[config.mk]
export PLATFORM = sky130hd
export DESIGN_NAME = mm_copy_engine
export DESIGN_NICKNAME = d
export VERILOG_FILES = /design/src/rtl/dma_copy_pkg.sv /design/src/rtl/dma_copy_actr.sv /design/src/rtl/dma_copy_regs.sv /design/src/rtl/dma_copy_seq.sv /design/src/rtl/mm_copy_engine.sv
export SDC_FILE = /design/constraint.sdc
export NUM_CORES = 1
export LEC_CHECK = 0
export ABC_CLOCK_PERIOD_IN_PS = 3000
export BUFFER_PORTS_ARGS = -buffer_cell sky130_fd_sc_hd__buf_2
export CORE_UTILIZATION = 50
export CTS_BUF_LIST = sky130_fd_sc_hd__clkbuf_4 sky130_fd_sc_hd__clkbuf_8
export DETAILED_ROUTE_END_ITERATION = 16
export PLACE_DENSITY = 0.79
export SLEW_MARGIN = 30
export SYNTH_ARGS = -nofsm -noshare
export SYNTH_HDL_FRONTEND = slang
export SYNTH_SLANG_ARGS = --single-unit
export TNS_END_PERCENT = 1
[constraint.sdc]
create_clock -name clk -period 3 [get_ports clk]
set_input_delay 0.15 -clock clk [delete_from_list [all_inputs] [get_ports clk]]
set_output_delay 0.15 -clock clk [all_outputs]
set_load 0.01 [all_outputs]
[src/rtl/dma_copy_pkg.sv]
package dma_copy_pkg;

   typedef enum logic [1:0] {
      ST_IDLE  = 2'd0,
      ST_RD    = 2'd1,
      ST_RWAIT = 2'd2,
      ST_WR    = 2'd3
   } seq_state_e;

   localparam logic [2:0] OFS_SRC  = 3'd0;
   localparam logic [2:0] OFS_DST  = 3'd1;
   localparam logic [2:0] OFS_LEN  = 3'd2;
   localparam logic [2:0] OFS_CTRL = 3'd3;
   localparam logic [2:0] OFS_STAT = 3'd4;

   localparam int CB_GO      = 0;
   localparam int CB_SRC_PIN = 1;
   localparam int CB_DST_PIN = 2;
   localparam int CB_SIZE_LO = 4;

   function automatic logic [2:0] beat_bytes(input logic [1:0] sel);
      case (sel)
         2'd0:    beat_bytes = 3'd1;
         2'd1:    beat_bytes = 3'd2;
         default: beat_bytes = 3'd4;
      endcase
   endfunction

endpackage

[src/rtl/dma_copy_actr.sv]
module dma_copy_actr #(
   parameter int ADDR_W = 32
) (
   input  logic              clk,
   input  logic              rst,
   input  logic              load,
   input  logic [ADDR_W-1:0] load_val,
   input  logic              adv,
   input  logic              hold,
   input  logic [2:0]        step,
   output logic [ADDR_W-1:0] q
);

   always_ff @(posedge clk) begin
      if (rst)
         q <= '0;
      else if (load)
         q <= load_val;
      else if (adv && !hold)
         q <= q + ADDR_W'(step);
   end

   AST_PINNED_ADDR_STEADY: assert property (@(posedge clk) disable iff (rst)
      (adv && hold && !load) |=> $stable(q));

endmodule

[src/rtl/dma_copy_regs.sv]
module dma_copy_regs
   import dma_copy_pkg::*;
#(
   parameter int ADDR_W = 32,
   parameter int LEN_W  = 16,
   parameter int CFG_W  = 32
) (
   input  logic              clk,
   input  logic              rst,
   input  logic [2:0]        cfg_addr,
   input  logic              cfg_wr,
   input  logic [CFG_W-1:0]  cfg_wdata,
   output logic [CFG_W-1:0]  cfg_rdata,
   input  logic              busy,
   input  logic              done,
   input  logic              lenz,
   input  logic [ADDR_W-1:0] src_q,
   input  logic [ADDR_W-1:0] dst_q,
   input  logic [LEN_W-1:0]  len_q,
   output logic              src_ld,
   output logic              dst_ld,
   output logic              len_ld,
   output logic              go,
   output logic              done_clr,
   output logic              src_pin,
   output logic              dst_pin,
   output logic [1:0]        size_sel
);

   logic wr_ok;
   assign wr_ok    = cfg_wr && !busy;
   assign src_ld   = wr_ok && (cfg_addr == OFS_SRC);
   assign dst_ld   = wr_ok && (cfg_addr == OFS_DST);
   assign len_ld   = wr_ok && (cfg_addr == OFS_LEN);
   assign go       = wr_ok && (cfg_addr == OFS_CTRL) && cfg_wdata[CB_GO];
   assign done_clr = wr_ok && (cfg_addr == OFS_STAT) && cfg_wdata[0];

   always_ff @(posedge clk) begin
      if (rst) begin
         src_pin  <= 1'b0;
         dst_pin  <= 1'b0;
         size_sel <= 2'd0;
      end else if (wr_ok && (cfg_addr == OFS_CTRL)) begin
         src_pin  <= cfg_wdata[CB_SRC_PIN];
         dst_pin  <= cfg_wdata[CB_DST_PIN];
         size_sel <= cfg_wdata[CB_SIZE_LO +: 2];
      end
   end

   always_comb begin
      cfg_rdata = '0;
      case (cfg_addr)
         OFS_SRC:  cfg_rdata[ADDR_W-1:0] = src_q;
         OFS_DST:  cfg_rdata[ADDR_W-1:0] = dst_q;
         OFS_LEN:  cfg_rdata[LEN_W-1:0]  = len_q;
         OFS_CTRL: begin
            cfg_rdata[CB_SRC_PIN]      = src_pin;
            cfg_rdata[CB_DST_PIN]      = dst_pin;
            cfg_rdata[CB_SIZE_LO +: 2] = size_sel;
         end
         OFS_STAT: cfg_rdata[2:0] = {lenz, busy, done};
         default:  cfg_rdata = '0;
      endcase
   end

   AST_CTRL_FROZEN_BUSY: assert property (@(posedge clk) disable iff (rst)
      busy |=> ($stable(src_pin) && $stable(dst_pin) && $stable(size_sel)));

endmodule

[src/rtl/dma_copy_seq.sv]
module dma_copy_seq
   import dma_copy_pkg::*;
#(
   parameter int LEN_W  = 16,
   parameter int DATA_W = 32
) (
   input  logic              clk,
   input  logic              rst,
   input  logic              go,
   input  logic              len_ld,
   input  logic [LEN_W-1:0]  len_wdata,
   input  logic [2:0]        step,
   input  logic              done_clr,
   input  logic              rd_wait,
   input  logic              rd_valid,
   input  logic [DATA_W-1:0] rd_data,
   input  logic              wr_wait,
   output logic              rd_req,
   output logic              wr_req,
   output logic [DATA_W-1:0] wr_data,
   output logic              src_adv,
   output logic              dst_adv,
   output logic              busy,
   output logic              done,
   output logic              lenz,
   output logic [LEN_W-1:0]  len_q
);

   seq_state_e state;
   logic [LEN_W-1:0] step_l;
   logic             last_beat;

   assign step_l    = LEN_W'(step);
   assign last_beat = (len_q <= step_l);
   assign rd_req    = (state == ST_RD);
   assign wr_req    = (state == ST_WR);
   assign busy      = (state != ST_IDLE);
   assign src_adv   = rd_req && !rd_wait;
   assign dst_adv   = wr_req && !wr_wait;

   always_ff @(posedge clk) begin
      if (rst) begin
         state   <= ST_IDLE;
         done    <= 1'b0;
         lenz    <= 1'b0;
         len_q   <= '0;
         wr_data <= '0;
      end else begin
         case (state)
            ST_IDLE: begin
               if (len_ld)
                  len_q <= len_wdata;
               if (go) begin
                  if (len_q == '0) begin
                     done <= 1'b1;
                     lenz <= 1'b1;
                  end else begin
                     done  <= 1'b0;
                     lenz  <= 1'b0;
                     state <= ST_RD;
                  end
               end else if (done_clr) begin
                  done <= 1'b0;
               end
            end
            ST_RD: begin
               if (!rd_wait) begin
                  if (rd_valid) begin
                     wr_data <= rd_data;
                     state   <= ST_WR;
                  end else begin
                     state <= ST_RWAIT;
                  end
               end
            end
            ST_RWAIT: begin
               if (rd_valid) begin
                  wr_data <= rd_data;
                  state   <= ST_WR;
               end
            end
            ST_WR: begin
               if (!wr_wait) begin
                  len_q <= last_beat ? '0 : (len_q - step_l);
                  if (last_beat) begin
                     state <= ST_IDLE;
                     done  <= 1'b1;
                     lenz  <= 1'b1;
                  end else begin
                     state <= ST_RD;
                  end
               end
            end
            default: state <= ST_IDLE;
         endcase
      end
   end

   AST_ONE_SIDE_ACTIVE: assert property (@(posedge clk) disable iff (rst)
      !(rd_req && wr_req));
   AST_BUSY_NOT_DONE: assert property (@(posedge clk) disable iff (rst)
      !(busy && done));
   AST_LAST_WRITE_ENDS: assert property (@(posedge clk) disable iff (rst)
      (dst_adv && last_beat) |=> (!busy && done && lenz && len_q == '0));
   AST_ZERO_LEN_NO_BUS: assert property (@(posedge clk) disable iff (rst)
      (!busy && go && len_q == '0) |=> (!rd_req && !wr_req && done));

endmodule

[src/rtl/mm_copy_engine.sv]
module mm_copy_engine
   import dma_copy_pkg::*;
#(
   parameter int ADDR_W = 32,
   parameter int DATA_W = 32,
   parameter int LEN_W  = 16
) (
   input  logic                clk,
   input  logic                rst,
   input  logic [2:0]          cfg_addr,
   input  logic                cfg_wr,
   input  logic [31:0]         cfg_wdata,
   output logic [31:0]         cfg_rdata,
   output logic                rd_req,
   output logic [ADDR_W-1:0]   rd_addr,
   input  logic                rd_wait,
   input  logic                rd_valid,
   input  logic [DATA_W-1:0]   rd_data,
   output logic                wr_req,
   output logic [ADDR_W-1:0]   wr_addr,
   output logic [DATA_W-1:0]   wr_data,
   output logic [DATA_W/8-1:0] wr_be,
   input  logic                wr_wait
);

   localparam int CFG_W = 32;
   localparam int LANES = DATA_W / 8;
   localparam int N_CTR = 2;

   if (DATA_W < 32 || (DATA_W % 8) != 0) begin : g_bad_data_w
      $error("mm_copy_engine: DATA_W must be a multiple of 8 and at least 32");
   end
   if (ADDR_W < 4 || ADDR_W > CFG_W) begin : g_bad_addr_w
      $error("mm_copy_engine: ADDR_W must lie in 4..32");
   end
   if (LEN_W < 4 || LEN_W > CFG_W) begin : g_bad_len_w
      $error("mm_copy_engine: LEN_W must lie in 4..32");
   end

   logic              src_ld, dst_ld, len_ld, go, done_clr;
   logic              src_pin, dst_pin;
   logic [1:0]        size_sel;
   logic [2:0]        beat;
   logic              busy, done, lenz, src_adv, dst_adv;
   logic [LEN_W-1:0]  len_q;

   logic              ctr_load [N_CTR];
   logic              ctr_adv  [N_CTR];
   logic              ctr_hold [N_CTR];
   logic [ADDR_W-1:0] ctr_q    [N_CTR];

   assign beat = beat_bytes(size_sel);

   assign ctr_load[0] = src_ld;
   assign ctr_adv[0]  = src_adv;
   assign ctr_hold[0] = src_pin;
   assign ctr_load[1] = dst_ld;
   assign ctr_adv[1]  = dst_adv;
   assign ctr_hold[1] = dst_pin;
   assign rd_addr     = ctr_q[0];
   assign wr_addr     = ctr_q[1];

   for (genvar gi = 0; gi < N_CTR; gi++) begin : g_ctr
      dma_copy_actr #(.ADDR_W(ADDR_W)) u_actr (
         .clk      (clk),
         .rst      (rst),
         .load     (ctr_load[gi]),
         .load_val (cfg_wdata[ADDR_W-1:0]),
         .adv      (ctr_adv[gi]),
         .hold     (ctr_hold[gi]),
         .step     (beat),
         .q        (ctr_q[gi])
      );
   end

   for (genvar gl = 0; gl < LANES; gl++) begin : g_lane
      assign wr_be[gl] = (32'(beat) > gl);
   end

   dma_copy_regs #(.ADDR_W(ADDR_W), .LEN_W(LEN_W), .CFG_W(CFG_W)) u_regs (
      .clk       (clk),
      .rst       (rst),
      .cfg_addr  (cfg_addr),
      .cfg_wr    (cfg_wr),
      .cfg_wdata (cfg_wdata),
      .cfg_rdata (cfg_rdata),
      .busy      (busy),
      .done      (done),
      .lenz      (lenz),
      .src_q     (ctr_q[0]),
      .dst_q     (ctr_q[1]),
      .len_q     (len_q),
      .src_ld    (src_ld),
      .dst_ld    (dst_ld),
      .len_ld    (len_ld),
      .go        (go),
      .done_clr  (done_clr),
      .src_pin   (src_pin),
      .dst_pin   (dst_pin),
      .size_sel  (size_sel)
   );

   dma_copy_seq #(.LEN_W(LEN_W), .DATA_W(DATA_W)) u_seq (
      .clk       (clk),
      .rst       (rst),
      .go        (go),
      .len_ld    (len_ld),
      .len_wdata (cfg_wdata[LEN_W-1:0]),
      .step      (beat),
      .done_clr  (done_clr),
      .rd_wait   (rd_wait),
      .rd_valid  (rd_valid),
      .rd_data   (rd_data),
      .wr_wait   (wr_wait),
      .rd_req    (rd_req),
      .wr_req    (wr_req),
      .wr_data   (wr_data),
      .src_adv   (src_adv),
      .dst_adv   (dst_adv),
      .busy      (busy),
      .done      (done),
      .lenz      (lenz),
      .len_q     (len_q)
   );

   AST_RD_HOLD: assert property (@(posedge clk) disable iff (rst)
      (rd_req && rd_wait) |=> (rd_req && $stable(rd_addr)));
   AST_WR_HOLD: assert property (@(posedge clk) disable iff (rst)
      (wr_req && wr_wait) |=> (wr_req && $stable(wr_addr) && $stable(wr_data)));
   AST_BE_LOW_LANES: assert property (@(posedge clk) disable iff (rst)
      wr_req |-> (wr_be[0] && $countones(wr_be) == 32'(beat)));

endmodule

**Yosys cells after proc, flatten, opt, wreduce, memory -nomap -nowiden**

Cells that the tools add are included.

- Register bits: 120
- Input bits: 73
- Output and inout bits: 134
- Logic and storage cells: 99

- $add $sub $neg: 3
- Reduce and logical (&&, ||, !) cells: 31
- Equality and inequality tests: 16
- Mux-type cells: 34
- Magnitude comparators: 5

Operator list:

| cell | number |
|---|---|
| $mux 32 | 6 |
| $add 32x3->32 | 2 |
| $pmux 16 s2 | 2 |
| $pmux 32 s2 | 1 |
| $mux 16 | 3 |
| $pmux 10 s3 | 1 |
| $le 16x3->1 | 1 |
| $logic_not 16->1 | 1 |
| $pmux 2 s4 | 2 |
| $sub 16x3->16 | 1 |
| $ne 2x2->1 const B | 7 |
| $logic_and 1x1->1 | 12 |
| $mux 2 | 5 |
| $pmux 2 s5 | 1 |
| $reduce_bool 2->1 | 5 |
| $mux 1 | 8 |
| $reduce_and 4->1 | 2 |
| $eq 3x2->1 const B | 2 |
| $gt 3x1->1 const B | 2 |
| $gt 3x2->1 const B | 2 |
| $pmux 3 s2 | 1 |
| $logic_not 1->1 | 5 |
| $reduce_and 5->1 | 1 |
| $eq 2x1->1 const B | 2 |
| other kinds (11) | 14 |

**Longest topological paths before layout**

Gate-level depths: netlist of the first run.

- Word-level depth: 8
- Depth in mapped cells: 11
- Gate-level depth less buffers: 10

**By module**

From an unflattened synthesis of the first run, not the netlist that was laid out.

- Cell total of the unflattened synthesis: 968
- Area total of the unflattened synthesis: 7716.2 um^2

Modules (own cells, without submodules):

| module | cells an instance | sequential area each (um^2) | area an instance (um^2) | instances |
|---|---|---|---|---|
| dma_copy_actr | 255 | 640.6 | 2035.7 | 2 |
| dma_copy_seq | 331 | 1041.0 | 2628.8 | 1 |
| dma_copy_regs | 118 | 80.1 | 957.2 | 1 |
| mm_copy_engine | 9 | 0.0 | 58.8 | 1 |

**Worst setup path after synthesis of the first run**

No wires, ideal clock.

- Path type: reg2reg
- Start point: register u_regs.size_sel[0]
- End point: register g_ctr[0].u_actr.q[31]
- Clock period less this slack: 2.719 ns
- Setup slack: 0.281 ns
- Data arrival time: 2.628 ns
- Stages on the path, launching flop included: 10
- Setup time: 0.091 ns
- Path through: dfxtp_1 -> nor2_1 -> inv_1 -> ha_1 -> ha_1 -> a21oi_1 -> a21o_4 -> or3_1 -> or4_1 -> a311oi_1

- Cells in the longest elaborated chain, start to end: 5
- Elaborated cells on any way between the ends: 6
- Classes of those cells: add/sub: 1; eq/ne: 1; mux: 3; reduce/logical: 1

Ends and longest elaborated chain:

| what | RTL line | text |
|---|---|---|
| start: declaration | dma_copy_regs.sv:27 | `output logic [1:0] size_sel` |
| start signal: assignment | dma_copy_regs.sv:46 | `size_sel <= cfg_wdata[CB_SIZE_LO +: 2];` |
| $eq 2x1->1 / $logic_not 2->1 (equally long branches) | dma_copy_pkg.sv:22 | `case (sel)` |
| $pmux 3 s2 * | dma_copy_pkg.sv:22 |  |
| $add 32x3->32 * | dma_copy_actr.sv:20 | `q <= q + ADDR_W'(step);` |
| $mux 32 * | dma_copy_actr.sv:19 | `else if (adv && !hold)` |
| $mux 32 * | dma_copy_actr.sv:17 | `else if (load)` |
| end signal: assignment | dma_copy_actr.sv:18 | `q <= load_val;` |
| end signal: assignment | dma_copy_actr.sv:20 |  |
| end: declaration | dma_copy_actr.sv:11 | `output logic [ADDR_W-1:0] q` |

Mark *: on every way between the ends. The rest lies on a longest branch, timed or not. The select of a mux whose other input is x is not followed.
A chain may end at the register's enable or synchronous reset.

**Final worst setup path of the first run**

- Start point: register u_regs.size_sel[0]
- End point: register u_seq.len_q[12]

- Cells in the longest elaborated chain, start to end: 6
- Elaborated cells on any way between the ends: 8
- Classes of those cells: add/sub: 1; order compare: 1; eq/ne: 1; mux: 4; reduce/logical: 1

Ends and longest elaborated chain:

| what | RTL line | text |
|---|---|---|
| $eq 2x1->1 / $logic_not 2->1 (equally long branches) | dma_copy_pkg.sv:22 |  |
| $pmux 3 s2 * | dma_copy_pkg.sv:22 |  |
| $sub 16x3->16 / $le 16x3->1 (equally long branches) | dma_copy_seq.sv:84, dma_copy_seq.sv:34 |  |
| $mux 16 * | dma_copy_seq.sv:84 | `len_q <= last_beat ? '0 : (len_q - step_l);` |
| $mux 16 * | dma_copy_seq.sv:83 | `if (!wr_wait) begin` |
| $pmux 16 s2 * | dma_copy_seq.sv:49 | `case (state)` |
| end signal: assignment | dma_copy_seq.sv:52 | `len_q <= len_wdata;` |
| end signal: assignment | dma_copy_seq.sv:84 |  |
| end: declaration | dma_copy_seq.sv:26 | `output logic [LEN_W-1:0] len_q` |

Marks and branches as above.

==> results of run 1 <==
[critical path, cell delays in order (launching register included)]
cell	delay, ns
dfxtp_1	0.34
nor2_1	0.15
inv_1	0.07
ha_1	0.21
buf_4	0.14
inv_1	0.08
ha_1	0.29
nor2b_1	0.19
or3_1	0.45
a2111oi_0	0.47
o21ai_0	0.14
a31oi_1	0.15
[worst paths after layout]
check / start / cells past startpoint / to / slack (ns)
setup / recovery: u_regs.size_sel[0]$_SDFFE_PP0P_ / 11 / u_seq.len_q[12]$_SDFFE_PP0P_ / 0.26
hold / removal: cfg_wdata[4] / 3 / u_seq.len_q[4]$_SDFFE_PP0P_ / 0.02
setup reg to reg: u_regs.size_sel[0]$_SDFFE_PP0P_ / 11 / u_seq.len_q[12]$_SDFFE_PP0P_ / 0.26
hold reg to reg: u_seq.wr_data[21]$_SDFFE_PP0P_ / 2 / u_seq.wr_data[21]$_SDFFE_PP0P_ / 0.45
[routing by layer]
| layer | share of wire (%) | track usage (%) | routed length [microns] |
|---|---|---|---|
| met4 | 2.6 | 14.4 | 624 |
| met5 | 0 | 0 | 0 |
| met2 | 45 | 50.8 | 11000 |
| met1 | 41 | 42.1 | 9970 |
| met3 | 11 | 8.27 | 2700 |
[metrics by stage]
step | hold WS, ns | utilization (%)
after global placement | 0.390 | 60.7
after detailed placement | 0.397 | 60.8
after CTS | 0.00451 | 67.2
after global routing | 0.0173 | 67.3
after floorplan | 0.286 | -
final | 0.0237 | 67.3
[registers in the layout, summed over array words and instances (netlist names)]
name	cells
g_ctr.u_actr.q	64
u_regs.dst_pin	1
u_regs.size_sel	2
u_regs.src_pin	1
u_seq.done	1
u_seq.len_q	16
u_seq.lenz	1
u_seq.state	2
u_seq.wr_data	32
[report_power, final]
group | switching (mW) | internal [mW]
logic | 1.01 | 0.663
clock network | 0.736 | 0.762
registers | 0.229 | 1.77
[cell usage after synthesis (all sizes together), types with 4 or more instances]
cell and count:
mux2i 46, xor2 5, nor4 34, and2 4
a21o 5, a311oi 6, nand3b 5, inv 28
o21ai 22, a32oi 9, xnor2 44, nor3b 5
nor2 120, nand4 13, o211ai 6, nor4b 4
and3 13, nand3 28, dfxtp 120, clkbuf 60
nor2b 14, ha 14, a31oi 14, buf 7
a211oi 52, a21oi 63, or3 7, nor3 25
and4 9, nand2 116
[cell type report]
| class | instances | area, sq um | area share [%] |
|---|---|---|---|
| Clock inverter | 14 | 151 | 1.61 |
| Timing Repair Buffer | 287 | 1770 | 18.9 |
| Inverter | 28 | 105 | 1.12 |
| Sequential cell | 120 | 2400 | 25.5 |
| Multi-Input combinational cell | 727 | 4500 | 47.9 |
| Clock buffer | 18 | 248 | 2.63 |
| Tap cell | 180 | 225 | 2.39 |
[layout by cell type, fill, tap and decap left out, types with 18 or more instances in the layout]
cell type	instances
a211oi_1	52
o21ai_0	21
dfxtp_1	120
nor3_1	25
buf_4	29
nor4_1	33
nand2_1	116
inv_1	28
nor2_1	120
nand3_1	28
dlygate4sd3_1	50
a21oi_1	63
clkbuf_8	18
buf_2	207
mux2i_1	46
xnor2_1	44
[cell families after synthesis]
kind of cell             share of synthesized area, %
multiplexers                                     6.97
adder cells (fa/ha/maj)                          3.24
XOR/XNOR                                         5.92
flip-flops                                       33.1
AND/OR/NAND/NOR                                  27.4
buffers and inverters                            4.94
AO/OA/AOI/OAI                                    18.4
[timing repair]
item / CTS / global route
setup endpoints to repair: 0 / 4
endpoints found under the hold margin: 61 / 0
gates resized for setup: 0 / 1
hold buffers: 50 / 0
==> reports/metrics.cfg, run 1 <==
[sta]
finalCritPeriodShare_pct = 91.4
final.setup.tns_ns = 0
fmax_ghz = 0.365
hold_viol = 0
setup_viol = 0
setup_ws_ns = 0.259
worst_slew_pin_slew_ns = 0.844
rsz0062_at_grt = no
min_period_ns = 2.74
final-max-slew-violation-count = 0
max_slew_margin_pct = 43.7
finClkSkew_ns = 0.00916

[drt]
drtPass1Iterations = 6
ant_nets = 0
drt-wirelength-per-cell_microns = 17.7
route.detailed.drc = 0
vias = 8280
routed_wl_microns = 24300
viasPerCell = 6.03
drtIter0Drc = 834

[synth]
synth_fp_nets = 1032
yosysWarnings = 0
netlist_instances = 942
netlist_area_sq_um = 7250
ys_ff_latch = 120
synth_edf_count = 0
yosys_most_used_dff = dfxtp_1
synth_sequential_area_ratio_pct = 33.1
synth.area.top_cells = dfxtp_1, mux2i_1, nor2_1, nand2_1, a211oi_1
syn_area_per_cell_sq_um = 7.70
yosys.area.top_type = dfxtp_1
synth_top_area_share_pct = 33.1
synth_cell_type_count = 58
synthArstFlopShare_pct = 0

[setup_path]
critPathMaxFanout = 7
crit_type = reg -> reg
end_kind = flip-flop
worstPathArrival_ns = 3.12
crit_path_start_kind = flip-flop
critical_path_required_ns = 3.38

[place]
placed_cells = 1292
dp_slack_ns = 0.203
gp_congestion = 0.944
hpwl_microns = 16200
placed_cell_area_sq_um = 8500
portBuffers = 206

[outcome]
outcome = complete, no violations

[global_routing]
grt_pass1_vias = 7533
track_usage_pct = 32.5
antenna_found_initial = 0
grt_remaining_overflow = 0
grt_max_degree = 117
grt_pass1_wl_microns = 37800

[power]
ir_worst_vdd_mv = 0.286
total_power_mw = 5.18
power_density_nw_per_um2 = 550
leakage_nw = 3.91

[floorplan]
row_count = 43
ios = 207
dieArea_sq_um = 15000
die_w_microns = 122
die_y_microns = 122
core_sq_um = 14000
initial_utilization_pct = 51.8

[cells_and_area]
drive_gt1_share_pct = 23.5
nFillCells = 1178
fin_area_sq_um = 9410
nets = 1271
stdcell_count = 1374
area_growth_pct = 29.8
diodes = 0

[cts]
numCtsBuffers = 17
clock_sinks = 120
insertion_delay_ns = 0.45
tritoncts = done
cts-root-buf = clkbuf_8
cts.reportedPaths.clkPinSlew_ns = 0.08
htree_levels = 4
post_cts_buffers = 0
cts_buffer_depth = 2

[min_path]
min_path_type = in -> reg

[run]
cap_violations = 0

(Power assumes the default switching activity.)
==> run 2, diff against run 1 <==
--- a/config.mk
+++ b/config.mk
@@ -11,6 +11,8 @@
 export CTS_BUF_LIST = sky130_fd_sc_hd__clkbuf_4 sky130_fd_sc_hd__clkbuf_8
 export DETAILED_ROUTE_END_ITERATION = 16
 export PLACE_DENSITY = 0.79
+export RECOVER_POWER = 100
+export REMOVE_ABC_BUFFERS = 1
 export SLEW_MARGIN = 30
 export SYNTH_ARGS = -nofsm -noshare
 export SYNTH_HDL_FRONTEND = slang
==> run 2 against run 1 <==
Against the previous run:
- global-route usage decreased by 2.0 points
- maximum frequency about the same
- register-to-register slack about the same
- critical endpoint is now g_ctr[0].u_actr.q[8]$_SDFFE_PP0P_
==> reports/metrics.cfg, run 2 (synthesis gave the netlist of run 1 again) <==
[floorplan]
dieArea_sq_um = 15000  ; unchanged
die_y_microns = 122  ; unchanged
core_sq_um = 14000  ; unchanged
ios = 207  ; unchanged
die_w_microns = 122  ; unchanged
row_count = 43  ; unchanged
initial_utilization_pct = 51.8  ; unchanged

[global_routing]
grt_remaining_overflow = 0  ; unchanged
grt_pass1_wl_microns = 35800  ; -5.4%
grt_pass1_vias = 7147  ; -5.1%
track_usage_pct = 30.5  ; -2.0 points
grt_use_met1_pct = 36.5  ; -5.6 points
antenna_found_initial = 0  ; unchanged
met2_usage_pct = 52.5  ; +1.6 points
grt_max_degree = 74  ; -37%
busiest_layer = met2
met3_usage_pct = 6.41  ; -1.9 points

[power]
power_density_nw_per_um2 = 546  ; -0.78%
total_power_mw = 4.96  ; -4.1%
combPwrFrac_pct = 32.2  ; -0.2 points
pwr-share-clk_pct = 27.5  ; -1.4 points
leakage_nw = 3.30  ; -15%
p_switching_mw = 1.83  ; -7.7%
ir_worst_vdd_mv = 0.278  ; -2.7%
p_int_mw = 3.14  ; -1.8%
seqPwrFrac_pct = 40.3  ; +1.6 points
switching_share_pct = 36.8  ; -1.5 points

[cts]
tritoncts = done
post_cts_buffers = 0  ; unchanged
clock_sinks = 120  ; unchanged
cts.reportedPaths.clkPinSlew_ns = 0.07  ; about the same
cts-root-buf = clkbuf_8
numCtsBuffers = 17  ; unchanged
insertion_delay_ns = 0.44  ; about the same
htree_levels = 4  ; unchanged
cts_buffer_depth = 2  ; unchanged

[place]
portBuffers = 206  ; unchanged
hpwl_microns = 16300  ; +0.13%
gp_congestion = 0.922  ; -2.2%
placed_cells = 1288  ; -0.31%

[cells_and_area]
stdcell_count = 1363  ; -0.80%
final_cell_mix = clkbuf_1, nor2_1, dfxtp_1
largestRegisters = g_ctr.u_actr.q: 64 flops, u_seq.wr_data: 32 flops, u_seq.len_q: 16 flops
diodes = 0  ; unchanged
area_growth_pct = 25.5
largest_reg_flops = 64  ; unchanged
nets = 1263  ; -0.63%
drive_gt1_share_pct = 11.9  ; -12 points
regMostFlops = g_ctr.u_actr.q
nFillCells = 1275  ; +8.2%
layout_commonest_cell = clkbuf_1

[sta]
finalCritPeriodShare_pct = 91.3  ; about the same
setup_viol = 0  ; unchanged
finClkSkew_ns = 0.0117  ; +0.00252 ns
final-max-slew-violation-count = 0  ; unchanged
rsz0062_at_grt = no
final.setup.tns_ns = 0  ; unchanged
worst_slew_pin_slew_ns = 1.30  ; +0.454 ns
max_slew_margin_pct = 13.4  ; -30 points
min_period_ns = 2.74  ; -0.00126 ns
hold_viol = 0  ; unchanged
fmax_ghz = 0.365  ; about the same

[drt]
viasPerCell = 5.88  ; -2.5%
drtIter0Drc = 507  ; -39%
vias = 8008  ; -3.3%
routed_wl_microns = 23300  ; -4.2%
ant_nets = 0  ; unchanged
route.detailed.drc = 0  ; unchanged
drtPass1Iterations = 5  ; -1
drt-wirelength-per-cell_microns = 17.1  ; -3.5%

[setup_path]
crit_path_start_kind = flip-flop
worstPathArrival_ns = 3.08  ; -0.04 ns
critPathMaxFanout = 9  ; +2
critical_path_required_ns = 3.34  ; -0.04 ns
crit_type = reg -> reg
end_kind = flip-flop

[min_path]
min_path_type = in -> reg

[outcome]
outcome = complete, no violations

[run]
cap_violations = 0  ; unchanged

## run 2: critical path, stage by stage, from the launching register on
cell	delay (ns)
dfxtp_1	0.34
nand2b_2	0.25
ha_1	0.25
ha_1	0.33
nor2b_1	0.16
o21ai_1	0.51
clkbuf_2	0.36
nor2_1	0.10
xnor2_1	0.13
a211oi_1	0.22
## run 2: layout make-up
class,instances,area [sq um],area share [%]
Multi-Input combinational cell,727,4500,49.5
Sequential cell,120,2400,26.4
Timing Repair Buffer,279,1510,16.5
Clock buffer,25,313,3.44
Tap cell,180,225,2.48
Inverter,28,105,1.16
Clock inverter,4,45.0,0.495
## run 2: per-stage QoR
stage,hold WS [ns],utilization (%),cell area [sq um],worst slack (ns)
after floorplan,0.219,-,7000,0.127
after global placement,0.397,60.5,8460,0.233
after detailed placement,0.398,60.5,8470,0.105
after CTS,0.00210,66.3,9270,0.0864
after global routing,0.00175,65.0,9100,0.0450
final,0.0235,65.0,9100,0.261
## run 2: power by group through the flow
stage	clock network (mW)	logic [mW]	registers, mW
2_1_floorplan	0	0.978	2.02
3_3_place_gp	0	1.54	2.02
3_5_place_dp	0	1.55	2.02
4_1_cts	1.39	1.60	1.99
5_1_grt	1.46	1.76	2.03
6_report	1.37	1.60	2.00
## run 2: final timing paths
| kind | to | slack (ns) | start | cells past startpoint |
|---|---|---|---|---|
| max | g_ctr[0].u_actr.q[8]$_SDFFE_PP0P_ | 0.26 | u_regs.size_sel[1]$_SDFFE_PP0P_ | 9 |
| min | g_ctr[0].u_actr.q[16]$_SDFFE_PP0P_ | 0.02 | cfg_wdata[16] | 3 |
| max reg2reg | g_ctr[0].u_actr.q[8]$_SDFFE_PP0P_ | 0.26 | u_regs.size_sel[1]$_SDFFE_PP0P_ | 9 |
| min reg2reg | u_seq.wr_data[23]$_SDFFE_PP0P_ | 0.45 | u_seq.wr_data[23]$_SDFFE_PP0P_ | 2 |
## run 2: repair_timing
action                     4_1_cts  5_1_grt
setup endpoints to repair        0        2
gates resized for setup          0        3
hold endpoints to repair        53        0
hold buffers                    45        0
## run 2: per-layer routing
layer | up-vias | part of all wire, %
met5 | - | 0
met4 | 0 | 2.7
met3 | 48 | 8.7
met2 | 419 | 48
met1 | 3680 | 41
li1 | 3861 | -
==> run 3, diff against run 2 <==
--- a/config.mk
+++ b/config.mk
@@ -7,11 +7,11 @@
 export LEC_CHECK = 0
 export ABC_CLOCK_PERIOD_IN_PS = 3000
 export BUFFER_PORTS_ARGS = -buffer_cell sky130_fd_sc_hd__buf_2
-export CORE_UTILIZATION = 50
+export CORE_UTILIZATION = 54
 export CTS_BUF_LIST = sky130_fd_sc_hd__clkbuf_4 sky130_fd_sc_hd__clkbuf_8
 export DETAILED_ROUTE_END_ITERATION = 16
-export PLACE_DENSITY = 0.79
-export RECOVER_POWER = 100
+export PLACE_DENSITY = 0.84
+export RECOVER_POWER = 25
 export REMOVE_ABC_BUFFERS = 1
 export SLEW_MARGIN = 30
 export SYNTH_ARGS = -nofsm -noshare
==> run 3 against run 2 <==
Against the previous run:
- clock power increased by 5%
- power increased by 2.2%
- count of clock-buffer cells in the layout decreased by 4
- global-route usage increased by 3.9 points
- critical endpoint is now u_seq.len_q[12]$_SDFFE_PP0P_
==> reports/metrics.cfg, run 3 (synthesis gave the netlist of run 1 again) <==
[sta]
min_period_ns = 2.79  ; +0.0527 ns
rsz0062_at_grt = no
worst_slew_pin_slew_ns = 0.937  ; -0.361 ns
setup_viol = 0  ; unchanged
finalCritPeriodShare_pct = 93.1  ; +1.8 points
final-max-slew-violation-count = 0  ; unchanged
hold_viol = 0  ; unchanged
fmax_ghz = 0.358  ; -1.9%
max_slew_margin_pct = 37.5  ; +24 points
whs_ns = 0.0148  ; -0.00865 ns
final.setup.tns_ns = 0  ; unchanged
finClkSkew_ns = 0.0109  ; -0.000825 ns

[setup_path]
r2r_cells = 11  ; +2
critPathMaxFanout = 7  ; -2
crit_type = reg -> reg
crit_path_start = u_regs.size_sel[0]$_SDFFE_PP0P_
crit_end = u_seq.len_q[12]$_SDFFE_PP0P_
crit_path_start_kind = flip-flop
reg2reg_from = u_regs.size_sel[0]$_SDFFE_PP0P_
worstPathArrival_ns = 3.15  ; +0.07 ns
cpPeakStageDelay_ns = 0.46  ; -0.05 ns
path_cells = nor2_1 > inv_1 > ha_1 > buf_4 > inv_1 > ha_1 > nor2b_1 > or3_1 > a2111oi_0 > o21ai_0 > a31oi_1
r2r_end = u_seq.len_q[12]$_SDFFE_PP0P_
rrSetupSlack_ns = 0.21  ; -0.05 ns
end_kind = flip-flop
crit_slowest_cell = a2111oi_0
critical_path_required_ns = 3.36  ; +0.02 ns

[cts]
cts.reportedPaths.clkPinSlew_ns = 0.07  ; about the same
cts_buffer_depth = 2  ; unchanged
htree_levels = 4  ; unchanged
clock_sinks = 120  ; unchanged
post_cts_buffers = 0  ; unchanged
numCtsBuffers = 17  ; unchanged
cts-root-buf = clkbuf_8
insertion_delay_ns = 0.44  ; about the same
tritoncts = done

[floorplan]
core_sq_um = 12900  ; -8.0%
initial_utilization_pct = 56.3  ; +4.5 points
dieArea_sq_um = 13900  ; -7.3%
row_count = 41  ; -4.7%
die_w_microns = 118  ; -3.7%
ios = 207  ; unchanged
die_y_microns = 118  ; -3.7%

[outcome]
outcome = complete, no violations

[cells_and_area]
fin_util_pct = 71.5  ; +6.5 points
largestRegisters = g_ctr.u_actr.q: 64 flops, u_seq.wr_data: 32 flops, u_seq.len_q: 16 flops
nets = 1261  ; -0.16%
drive_gt1_share_pct = 18.1  ; +6.2 points
regMostFlops = g_ctr.u_actr.q
largest_reg_flops = 64  ; unchanged
final_cell_mix = buf_2, nor2_1, dfxtp_1
diodes = 0  ; unchanged
area_growth_pct = 26.9
layout_commonest_cell = buf_2

[global_routing]
grt_max_degree = 64  ; -14%
grt_pass1_vias = 7719  ; +8.0%
antenna_found_initial = 0  ; unchanged
grt_remaining_overflow = 0  ; unchanged
track_usage_pct = 34.4  ; +3.9 points
grt_pass1_wl_microns = 38800  ; +8.4%

[run]
cap_violations = 0  ; unchanged

[drt]
drtIter0Drc = 647  ; +28%
drt-wirelength-per-cell_microns = 17.9  ; +4.8%
viasPerCell = 6.08  ; +3.5%
drtPass1Iterations = 5  ; unchanged
routed_wl_microns = 24300  ; +4.2%
route.detailed.drc = 0  ; unchanged
vias = 8240  ; +2.9%
ant_nets = 0  ; unchanged

[place]
hpwl_microns = 16200  ; -0.60%
gp_congestion = 0.976  ; +5.8%
portBuffers = 206  ; unchanged

[power]
leakage_nw = 3.60  ; +9.1%
power_density_nw_per_um2 = 551  ; +0.98%
ir_worst_vdd_mv = 0.340  ; +23%
total_power_mw = 5.07  ; +2.2%

[min_path]
holdPathStages = 3  ; unchanged
min_path_type = in -> reg

[run 3: worst max-delay path, delay by kind of cell (launching register included)]
kind                       cells  cell delay (ns)
and+or+nand+nor                3             0.78
AOI/OAI and AO/OA              3             0.77
adders and majority gates      2             0.53
DFF                            1             0.33
buffers and inverters          3             0.31
[run 3: layer usage]
layer	GRT usage [%]	wire [microns]	vias to the layer above
met5	0	0	-
met4	18.1	1110	0
met3	7.12	2150	80
met2	58.3	11500	520
met1	40.8	9500	3778
li1	-	-	3862
[run 3: per-stage QoR]
stage	area, sq um	worst slack, ns	instances
floorplan	7000	0.127	875
global placement	8450	0.211	1280
detailed placement	8470	0.238	1281
CTS	9280	0.236	1355
global route	9200	0.0172	1355
finish	9200	0.208	1355
[run 3: what timing repair did]
action / CTS / global route
resized for setup: 0 / 1
endpoints found under the hold margin: 47 / 0
setup endpoints to repair: 0 / 7
hold buffers: 43 / 0
[run 3: how the worst min path moves through the flow]
stage          slack, ns     startpoint                                 end
6_report            0.01  cfg_wdata[16]  g_ctr[0].u_actr.q[16]$_SDFFE_PP0P_
5_1_grt             0.02   cfg_wdata[1]   g_ctr[0].u_actr.q[1]$_SDFFE_PP0P_
4_1_cts            0.003  cfg_wdata[16]  g_ctr[0].u_actr.q[16]$_SDFFE_PP0P_
3_5_place_dp        0.37            rst  g_ctr[0].u_actr.q[16]$_SDFFE_PP0P_
3_3_place_gp        0.36            rst  g_ctr[0].u_actr.q[16]$_SDFFE_PP0P_
2_1_floorplan       0.22            rst   g_ctr[0].u_actr.q[1]$_SDFFE_PP0P_
[run 3: power breakdown]
group	switching [mW]	leakage (nW)	internal, mW	total (mW)
clock	0.655	0.202	0.784	1.44
combinational	0.994	2.43	0.630	1.62
sequential	0.237	0.975	1.77	2.01
total	1.89	3.60	3.19	5.07
[run 3: cell type report]
cell class              instances  area [sq um]
fillers                      1027          3670
multi-input cells             727          4510
clock buffers                  21           277
clock inverters                10           103
repair buffers                277          1600
well taps                     172           215
flip-flops and latches        120          2400
inverters                      28           105
